File: src/rtl/muldiv_pkg.sv
package muldiv_pkg;
  localparam int XLEN    = 32;
  localparam int FUNCT_W = 6;

  localparam logic [FUNCT_W-1:0] FN_MULT = 6'h18;
  localparam logic [FUNCT_W-1:0] FN_DIV  = 6'h1A;

  typedef enum logic {
    OP_MUL = 1'b0,
    OP_DIV = 1'b1
  } md_op_e;
endpackage

File: src/rtl/muldiv_mag.sv
module muldiv_mag #(
  parameter int W = 32
) (
  input  logic [W-1:0] val,
  output logic [W-1:0] mag,
  output logic         neg
);
  always_comb begin
    neg = val[W-1];
    mag = neg ? (~val + 1'b1) : val;
  end
endmodule

File: src/rtl/muldiv_ctrl.sv
module muldiv_ctrl #(
  parameter int STEPS = 32
) (
  input  logic clk,
  input  logic rst_n,
  input  logic req,
  output logic busy,
  output logic step,
  output logic commit,
  output logic done
);
  localparam int CNT_W = $clog2(STEPS + 1);
  localparam logic [CNT_W-1:0] LAST = CNT_W'(STEPS);

  logic [CNT_W-1:0] cnt_q;
  logic             busy_q;
  logic             done_q;

  always_comb begin
    step   = busy_q && (cnt_q != LAST);
    commit = busy_q && (cnt_q == LAST);
  end

  always_ff @(posedge clk or negedge rst_n) begin
    if (!rst_n) begin
      cnt_q  <= '0;
      busy_q <= 1'b0;
      done_q <= 1'b0;
    end else begin
      done_q <= commit;
      if (busy_q) begin
        if (commit) busy_q <= 1'b0;
        else        cnt_q  <= cnt_q + 1'b1;
      end else if (req) begin
        busy_q <= 1'b1;
        cnt_q  <= '0;
      end
    end
  end

  assign busy = busy_q;
  assign done = done_q;

  // completion pulse lasts one cycle and follows the busy window
  p_done_pulse_r6: assert property (@(posedge clk) disable iff (!rst_n)
    done |=> !done);
  p_done_after_busy_r6: assert property (@(posedge clk) disable iff (!rst_n)
    done |-> (!busy && $past(busy)));
  // busy never drops before the last step
  p_busy_hold_r5: assert property (@(posedge clk) disable iff (!rst_n)
    step |=> busy);
  // a new request cannot rewind a running count
  p_no_restart_r9: assert property (@(posedge clk) disable iff (!rst_n)
    (busy && cnt_q != '0 && req) |=> (cnt_q != '0 || !busy));
endmodule

File: src/rtl/muldiv_core.sv
module muldiv_core
  import muldiv_pkg::*;
#(
  parameter int W = 32
) (
  input  logic         clk,
  input  logic         rst_n,
  input  logic         load,
  input  logic         step,
  input  md_op_e       op_in,
  input  logic [W-1:0] mag_a,
  input  logic [W-1:0] mag_b,
  input  logic         neg_a,
  input  logic         neg_b,
  input  logic         zero_b,
  output md_op_e       op,
  output logic         div0,
  output logic [W-1:0] res_hi,
  output logic [W-1:0] res_lo
);
  md_op_e       op_q;
  logic         qneg_q;
  logic         rneg_q;
  logic         div0_q;
  logic [W-1:0] b_q;
  logic [W-1:0] acc_hi_q;
  logic [W-1:0] acc_lo_q;

  logic [W:0]   sum;
  logic [W:0]   shl;
  logic [W:0]   diff;
  logic         ge;

  always_comb begin
    sum  = acc_lo_q[0] ? ({1'b0, acc_hi_q} + {1'b0, b_q}) : {1'b0, acc_hi_q};
    shl  = {acc_hi_q, acc_lo_q[W-1]};
    diff = shl - {1'b0, b_q};
    ge   = !diff[W];
  end

  always_ff @(posedge clk or negedge rst_n) begin
    if (!rst_n) begin
      op_q     <= OP_MUL;
      qneg_q   <= 1'b0;
      rneg_q   <= 1'b0;
      div0_q   <= 1'b0;
      b_q      <= '0;
      acc_hi_q <= '0;
      acc_lo_q <= '0;
    end else if (load) begin
      op_q     <= op_in;
      qneg_q   <= neg_a ^ neg_b;
      rneg_q   <= neg_a;
      div0_q   <= zero_b;
      b_q      <= mag_b;
      acc_hi_q <= '0;
      acc_lo_q <= mag_a;
    end else if (step) begin
      if (op_q == OP_MUL) begin
        acc_hi_q <= sum[W:1];
        acc_lo_q <= {sum[0], acc_lo_q[W-1:1]};
      end else begin
        acc_hi_q <= ge ? diff[W-1:0] : shl[W-1:0];
        acc_lo_q <= {acc_lo_q[W-2:0], ge};
      end
    end
  end

  muldiv_fixup #(.W(W)) u_fixup (
    .is_div (op_q == OP_DIV),
    .qneg   (qneg_q),
    .rneg   (rneg_q),
    .raw_hi (acc_hi_q),
    .raw_lo (acc_lo_q),
    .res_hi (res_hi),
    .res_lo (res_lo)
  );

  assign op   = op_q;
  assign div0 = div0_q;

  // captured operands stay put while the iteration runs
  p_operand_hold_r9: assert property (@(posedge clk) disable iff (!rst_n)
    (step && !load) |=> ($stable(b_q) && $stable(op_q)));
endmodule

File: src/rtl/muldiv_fixup.sv
module muldiv_fixup #(
  parameter int W = 32
) (
  input  logic         is_div,
  input  logic         qneg,
  input  logic         rneg,
  input  logic [W-1:0] raw_hi,
  input  logic [W-1:0] raw_lo,
  output logic [W-1:0] res_hi,
  output logic [W-1:0] res_lo
);
  logic [2*W-1:0] prod;
  logic [2*W-1:0] prod_s;

  always_comb begin
    prod   = {raw_hi, raw_lo};
    prod_s = qneg ? (~prod + 1'b1) : prod;
    if (is_div) begin
      res_lo = qneg ? (~raw_lo + 1'b1) : raw_lo;
      res_hi = rneg ? (~raw_hi + 1'b1) : raw_hi;
    end else begin
      res_lo = prod_s[W-1:0];
      res_hi = prod_s[2*W-1:W];
    end
  end
endmodule

File: src/rtl/muldiv_hilo.sv
module muldiv_hilo
  import muldiv_pkg::*;
#(
  parameter int W = XLEN
) (
  input  logic               clk,
  input  logic               rst_n,
  input  logic               start,
  input  logic [FUNCT_W-1:0] funct,
  input  logic [W-1:0]       opa,
  input  logic [W-1:0]       opb,
  output logic               busy,
  output logic               done,
  output logic [W-1:0]       hi,
  output logic [W-1:0]       lo
);
  localparam int STEPS = W;

  logic         is_mul, is_div, known, req;
  logic         step, commit;
  md_op_e       op_run;
  logic         div0_run;
  logic [W-1:0] res_hi, res_lo;
  logic [W-1:0] hi_q, lo_q;

  logic [W-1:0] opnd [2];
  logic [W-1:0] mag  [2];
  logic         neg  [2];

  always_comb begin
    is_mul = (funct == FN_MULT);
    is_div = (funct == FN_DIV);
    known  = is_mul || is_div;
    req    = start && known;
    opnd[0] = opa;
    opnd[1] = opb;
  end

  for (genvar g = 0; g < 2; g++) begin : g_mag
    muldiv_mag #(.W(W)) u_mag (
      .val (opnd[g]),
      .mag (mag[g]),
      .neg (neg[g])
    );
  end

  muldiv_ctrl #(.STEPS(STEPS)) u_ctrl (
    .clk    (clk),
    .rst_n  (rst_n),
    .req    (req),
    .busy   (busy),
    .step   (step),
    .commit (commit),
    .done   (done)
  );

  muldiv_core #(.W(W)) u_core (
    .clk    (clk),
    .rst_n  (rst_n),
    .load   (req && !busy),
    .step   (step),
    .op_in  (is_div ? OP_DIV : OP_MUL),
    .mag_a  (mag[0]),
    .mag_b  (mag[1]),
    .neg_a  (neg[0]),
    .neg_b  (neg[1]),
    .zero_b (opb == '0),
    .op     (op_run),
    .div0   (div0_run),
    .res_hi (res_hi),
    .res_lo (res_lo)
  );

  always_ff @(posedge clk or negedge rst_n) begin
    if (!rst_n) begin
      hi_q <= '0;
      lo_q <= '0;
    end else if (commit && !(op_run == OP_DIV && div0_run)) begin
      hi_q <= res_hi;
      lo_q <= res_lo;
    end
  end

  assign hi = hi_q;
  assign lo = lo_q;

  // the pair moves only on a completing edge
  p_hilo_hold_r11: assert property (@(posedge clk) disable iff (!rst_n)
    !commit |=> ($stable(hi_q) && $stable(lo_q)));
  // a zero divisor leaves the pair untouched
  p_div0_hold_r8: assert property (@(posedge clk) disable iff (!rst_n)
    (commit && op_run == OP_DIV && div0_run) |=> ($stable(hi_q) && $stable(lo_q)));
  // unknown function codes never start the unit
  p_bad_funct_r10: assert property (@(posedge clk) disable iff (!rst_n)
    (!busy && start && !known) |=> !busy);
endmodule

File: config.mk
export PLATFORM = sky130hd
export DESIGN_NAME = muldiv_hilo
export DESIGN_NICKNAME = d
export VERILOG_FILES = /design/src/rtl/muldiv_pkg.sv /design/src/rtl/muldiv_mag.sv /design/src/rtl/muldiv_ctrl.sv /design/src/rtl/muldiv_core.sv /design/src/rtl/muldiv_fixup.sv /design/src/rtl/muldiv_hilo.sv
export SDC_FILE = /design/constraint.sdc
export NUM_CORES = 1
export LEC_CHECK = 0
export ABC_CLOCK_PERIOD_IN_PS = 3310
export BUFFER_PORTS_ARGS = -buffer_cell sky130_fd_sc_hd__buf_2
export CAP_MARGIN = 20
export CORE_ASPECT_RATIO = 1.5
export CORE_MARGIN = 3
export CORE_UTILIZATION = 40
export CTS_CLUSTER_SIZE = 16
export DETAILED_ROUTE_END_ITERATION = 7
export GPL_ROUTABILITY_DRIVEN = 0
export SKIP_CTS_REPAIR_TIMING = 1
export SLEW_MARGIN = 30
export SYNTH_ARGS = -nofsm -noshare
export SYNTH_HDL_FRONTEND = slang
export SYNTH_SLANG_ARGS = --single-unit
File: constraint.sdc
create_clock -name clk -period 3.31 [get_ports clk]
set_clock_uncertainty 0.05 [all_clocks]
set_input_delay 0.331 -clock clk [delete_from_list [all_inputs] [get_ports clk]]
set_output_delay 0.331 -clock clk [all_outputs]
set_load 0.03 [all_outputs]
==> out/results.ini, run 1 <==
[drt]
wl_met2_mm=24.7
via_per_inst=5.72
met1Wirelength_mm=18.8
vias=14500
postRouteAntennaNets=0
met3_wirelength_mm=2.13
drt_iter0_markers=853
drc=0
top_layer=met4
wl_per_cell_um=19.0
totalWireLength_mm=48.0
drt_pass1_iterations=7

[synthesis]
syn_area_um2=14300
synth_xor_xnor_area_share_pct=10.1
synth_ff_type=dfrtp_1
ys_types=79
syn_inst=1809
yosys.area_share.adder_pct=6.38
ys_ff_latch=172
synth_compound_area_share_pct=25.8
synthesis.nets=1954
yosysWarnings=0
synth_top_family_by_area=compound AO/OA/AOI/OAI gates
synth_async_sr_flop_share_pct=100
synthSimpleGateAreaFrac_pct=19.5
synth_edf_count=0
yosysSeqAreaShare_pct=30.0
syn_avg_cell_area_um2=7.93
synthMuxAreaShare_pct=3.51

[die]
die_area_um2=38200
die_w_um=161
rows=84
core_um2=35200
die_height_um=238
io_pins=139
start_util_pct=40.7

[grt]
track_usage_pct=24.6
grt_max_degree=173
grt_pass1_vias=14300
grt_pass1_wl_mm=75.1
grt-ovfl-total=0
antenna_found_initial=1

[outcome]
status=complete, but fails checks
violations=negative setup slack

[cts]
cts_sinks=172
tritoncts=done
worstSkewPairLatency_ps=460
clockBufferDepth=2
cts_root_buf=clkbuf_16
clk_pin_slew_ps=70
htreeDepth=4
cts_buffers=17

[pwr]
p_clk_share_pct=12.4
sequentialPowerShare_pct=21.2
p_per_area_nw_per_um2=1000
ir_worst_vdd_uv=466
p_leak_nw=7.99
combPwrFrac_pct=66.4
switching_share_pct=48.5
intPower_mw=9.12
p_switching_mw=8.58
total_power_mw=17.7

[final_layout]
drive_gt1_share_pct=21.5
seqCellArea_um2=4320
nets=2185
nFillCells=3439
finalInstanceArea_um2=17600
multi_input_area_um2=9640
layout-area-overhead-vs-synth_pct=23.0

[timing]
slew_viol_final=0
final.setup.tns_ps=-225
fmax_mhz=284
fin_ws_ps=-214
setup_violations=3
rsz0062_at_grt=yes
fin_crit_sh_pct=106
tightest_slew_ps=729
fin_crit_ps=3520
hold_violations=0
slew_headroom_pct=51.4
holdWs_ps=66.0

[worst_setup_path]
cp.arrival_ps=3800
critPathCaptureType=flip-flop
worstPathRequired_ps=3590
ff2ff_path_depth=9
r2r_setup_slack_ps=-210
timing.critical_path.fanout_max=3
cp-start-kind=flip-flop
critPathKind=flip-flop to flip-flop

[worst_hold_path]
holdPathStages=3
min_path_type=input pin to flip-flop

[placed_design]
placed_area_um2=16600
place_ws_ps=-142
hpwl_mm=36.7
port_buffers=138

[job]
drv_cap=0

## cell usage after synthesis, drive strengths merged (17+ instances only)
cell type	instances	area, um2
nand2	255	957
o21ai	229	1150
dfrtp	172	4300
xor2	115	1010
a21oi	96	484
clkbuf	94	354
nor2	92	345
ha	70	876
inv	61	229
o211ai	51	388
xnor2	50	438
mux2i	48	480
a21o	39	293
nor3	36	180
nand3	33	165
o31ai	32	240
or3	32	200
nand2b	25	156
a211oi	24	180
or4	24	193
buf	20	96.3
nand4	18	113
o41ai	17	156
## flip-flops by register name (all words and copies together), names as in the netlist
register	count
u_ctrl.busy	1
u_core.qneg_q	1
u_core.op	1
u_core.rneg_q	1
u_core.acc_hi_q	32
u_ctrl.done	1
u_ctrl.cnt_q	6
u_core.acc_lo_q	32
hi	32
u_core.div0	1
lo	32
u_core.b_q	32
## path summary, 6_finish.rpt
path,start,endpoint
setup / recovery,u_core.acc_lo_q[22],hi[21]
hold / removal,funct[1],u_core.op
setup reg to reg,u_core.acc_lo_q[22],hi[21]
hold reg to reg,lo[10],lo[10]
max in group asynchronous,rst_n,u_core.acc_hi_q[20]
min in group asynchronous,rst_n,lo[25]
## critical path, stage by stage, from the launching register on
cell     delay, ps
dfrtp_1        380
or4_4          530
or4_4          460
or4_4          540
o31ai_4        230
nand4_1        200
or3_4          410
o41ai_4        230
xor2_1         220
o21ai_1        110
## placed cells by master, fill, tap and decap left out, types with 7 or more instances in the layout
| master | netlist | final |
|---|---|---|
| a21oi_1 | 95 | 88 |
| or4_1 | 20 | 18 |
| buf_2 | 11 | 137 |
| inv_1 | 61 | 60 |
| dfrtp_2 | 0 | 7 |
| nand4_1 | 18 | 18 |
| mux2i_1 | 48 | 48 |
| a211oi_1 | 24 | 21 |
| o31ai_1 | 32 | 31 |
| buf_4 | 2 | 176 |
| dfrtp_1 | 172 | 164 |
| xnor2_1 | 50 | 49 |
| ha_1 | 70 | 67 |
| nor2b_1 | 12 | 12 |
| o21ai_1 | 2 | 12 |
| and2_1 | 7 | 7 |
| nand3_1 | 33 | 32 |
| and3_1 | 11 | 11 |
| a22oi_1 | 8 | 8 |
| o211ai_1 | 50 | 50 |
| a21o_1 | 39 | 39 |
| nand2_1 | 255 | 254 |
| o41ai_1 | 16 | 14 |
| a31oi_1 | 16 | 15 |
| nand2b_1 | 25 | 23 |
| nor4_1 | 11 | 8 |
| o21ai_0 | 226 | 214 |
| or2_2 | 16 | 15 |
| clkbuf_16 | 0 | 19 |
| nor3_1 | 36 | 34 |
| or3_1 | 32 | 29 |
| o221ai_1 | 8 | 7 |
| o21a_1 | 7 | 7 |
| xor2_1 | 115 | 115 |
| nor2_1 | 92 | 92 |
## power groups by stage
stage	clock network (mW)	logic, mW	registers [mW]
CTS	2.23	11.1	3.73
floorplan	0	6.46	4.26
global route	2.32	12.8	3.85
finish	2.20	11.7	3.75
detailed placement	0	11.0	3.77
global placement	0	10.9	3.75
## final cells by class
class	count	share of cell area (%)
Inverter	61	1.30
Clock buffer	19	2.51
Timing Repair Buffer	326	12.7
Multi-Input combinational cell	1462	54.6
Sequential cell	172	24.5
Tap cell	473	3.35
Clock inverter	13	0.993
Antenna cell	1	0.0142
## stage by stage
| stage | instances | util, % |
|---|---|---|
| after floorplan | 1809 | - |
| after global placement | 2474 | 47.1 |
| after detailed placement | 2474 | 47.1 |
| after CTS | 2506 | 48.8 |
| after global routing | 2527 | 50.1 |
| final | 2527 | 50.1 |
## metal layers
layer / vias to the layer above / track usage [%]
met2: 461 / 45.2
met1: 6832 / 27.5
met5: - / 0
met4: 0 / 12.7
met3: 139 / 3.25
li1: 7018 / -
## kinds of logic after synthesis
family / count (synthesis)
AOI/OAI and AO/OA: 587
xor gates and xnor gates: 165
adders and majority gates: 72
buffers and inverters: 175
DFF: 172
muxes: 50
and+or+nand+nor: 588
(Power assumes the default switching activity.)
==> run 2, diff against run 1 <==
REMOVE_ABC_BUFFERS = 1   (was not set)
==> run 2 against run 1 <==
Against the previous run: the flow still finishes with violations (negative setup slack); register-to-register slack gained 90 ps; worst hold slack gained 12 ps; sequential cell count is the same; combinational power grew 3%; largest power group unchanged.
==> out/results.ini, run 2 (synthesis gave the netlist of run 1 again) <==
[worst_setup_path]
critPathCaptureType=flip-flop
crit_buf_inv=0  ; unchanged
critPathKind=flip-flop to flip-flop
cp-start-kind=flip-flop
slowest_stage=or4_4
timing.critical_path.mode_cell=or4_4
worstPathRequired_ps=3600  ; about the same
cp.arrival_ps=3730  ; -70 ps
crit_family=simple AND/OR/NAND/NOR gates
timing.critical_path.fanout_max=3  ; unchanged
slowest_delay_ps=550  ; about the same
worstPathCellList=or4_4, or4_4, or4_4, o31ai_4, nand4_1, or3_4, o41ai_4, xor2_1, o21ai_1

[grt]
antenna_found_initial=0  ; -1
grt_pass1_vias=14300  ; -0.20%
grt-busiest-layer=met2
grt_util_met2_pct=45.3  ; +0.15 points
grt_pass1_wl_mm=74.3  ; -1.1%
grt_use_met3_pct=2.48  ; -0.76 points
grt_max_degree=80  ; -54%
grtUsageMet1_pct=27.0  ; -0.53 points
grt-ovfl-total=0  ; unchanged
track_usage_pct=24.3  ; -0.28 points

[final_layout]
drive_gt1_share_pct=23.1  ; +1.5 points
finalInstanceArea_um2=17900  ; +1.7%
diodes=0  ; -1
seqCellArea_um2=4310  ; -0.12%
layout-area-overhead-vs-synth_pct=25.1
nFillCells=3416  ; -0.67%
stdcell_count=2553  ; +1.0%
nets=2212  ; +1.2%
final_common_cell=nand2_1
multi_input_area_um2=9750  ; +1.2%
mostFrequentLayoutCells=252 x nand2_1, 206 x o21ai_0, 200 x buf_4

[cts]
clockBufferDepth=2  ; unchanged
worstSkewPairLatency_ps=470  ; about the same
htreeDepth=4  ; unchanged
clk_pin_slew_ps=70  ; about the same
cts_root_buf=clkbuf_16
cts_buffers=17  ; unchanged
cts_sinks=172  ; unchanged
tritoncts=done

[pwr]
ir_worst_vdd_uv=389  ; -16%
p_leak_nw=8.14  ; +1.9%
p_per_area_nw_per_um2=1000  ; +0.10%

[placed_design]
port_buffers=138  ; unchanged
placed_area_um2=16800  ; +1.4%
hpwl_mm=37.0  ; +0.80%
place_ws_ps=-313  ; -172 ps
place_inst=2508  ; +1.4%

[die]
rows=84  ; unchanged
die_w_um=161  ; unchanged
io_pins=139  ; unchanged
core_um2=35200  ; unchanged
die_height_um=238  ; unchanged
start_util_pct=40.7  ; unchanged
die_area_um2=38200  ; unchanged

[timing]
slew_viol_final=0  ; unchanged
slew_headroom_pct=39.1  ; -12 points
fin_ws_ps=-124  ; +90.3 ps
holdWs_ps=78.1  ; +12.1 ps
fmax_mhz=291  ; +2.6%
tightest_slew_ps=911  ; +182 ps
hold_violations=0  ; unchanged
rsz0062_at_grt=yes
fin_crit_sh_pct=104  ; -2.7 points
fin_crit_ps=3430  ; -90.3 ps
setup_violations=6  ; +3

[outcome]
status=complete, but fails checks
violations=negative setup slack

[job]
drv_cap=0  ; unchanged

[drt]
drt_iter0_markers=822  ; -3.6%
vias=14400  ; -0.28%
via_per_inst=5.64  ; -1.3%
postRouteAntennaNets=0  ; unchanged
wl_per_cell_um=18.7  ; -1.4%
totalWireLength_mm=47.8  ; -0.42%
drc=0  ; unchanged
drt_pass1_iterations=5  ; -2

[worst_hold_path]
min_path_type=input pin to flip-flop

run 2: cell types whose count changed in the layout (fill, tap and decap cells not counted), moves of 3 or more:
cell     change
nor4_2       -3
nor2_1       -3
dfrtp_2      -4
o21ai_0      -8
buf_4       +24
a21oi_2      +3
o21ai_1      +8
dfrtp_1      +4
buf_6        +3
run 2: layout make-up:
cell class,count,share of cell area [%]
clock buffers,17,2.37
clock inverters,15,0.976
inverters,61,1.28
multi-input cells,1462,54.4
flip-flops and latches,172,24.0
well taps,473,3.30
repair buffers,353,13.7
run 2: path summary, 6_finish.rpt:
check,startpoint,to,slack [ps],cells past startpoint
setup / recovery,u_core.acc_lo_q[20],hi[21],-120,9
hold / removal,funct[1],u_core.op,80,3
setup reg to reg,u_core.acc_lo_q[20],hi[21],-120,9
hold reg to reg,lo[10],lo[10],420,2
max in group asynchronous,rst_n,u_core.op,2040,3
min in group asynchronous,rst_n,lo[6],360,2
run 2: metal layers:
| metal | part of all wire (%) | routed length [um] |
|---|---|---|
| met5 | 0 | 0 |
| met4 | 5.2 | 2470 |
| met3 | 3.9 | 1890 |
| met2 | 52 | 24800 |
| met1 | 39 | 18700 |
run 2: tightest hold or removal path, stage by stage:
cell and delay (ps):
buf_2 100, nand2b_1 60, o21ai_0 60
run 2: report_power, final:
group | leakage (nW) | internal [mW] | switching, mW
Sequential | 2.16 | 2.93 | 0.807
Combinational | 5.70 | 5.25 | 6.89
Clock | 0.287 | 1.14 | 1.00
run 2: per-stage QoR:
stage	total power [mW]	utilization, %	setup TNS (ps)
final	18.0	51.0	-422
after global routing	19.3	51.0	-2250
after CTS	17.1	49.5	-4070
after detailed placement	14.9	47.7	-3830
after global placement	14.8	47.7	-2600
after floorplan	10.6	-	-163250
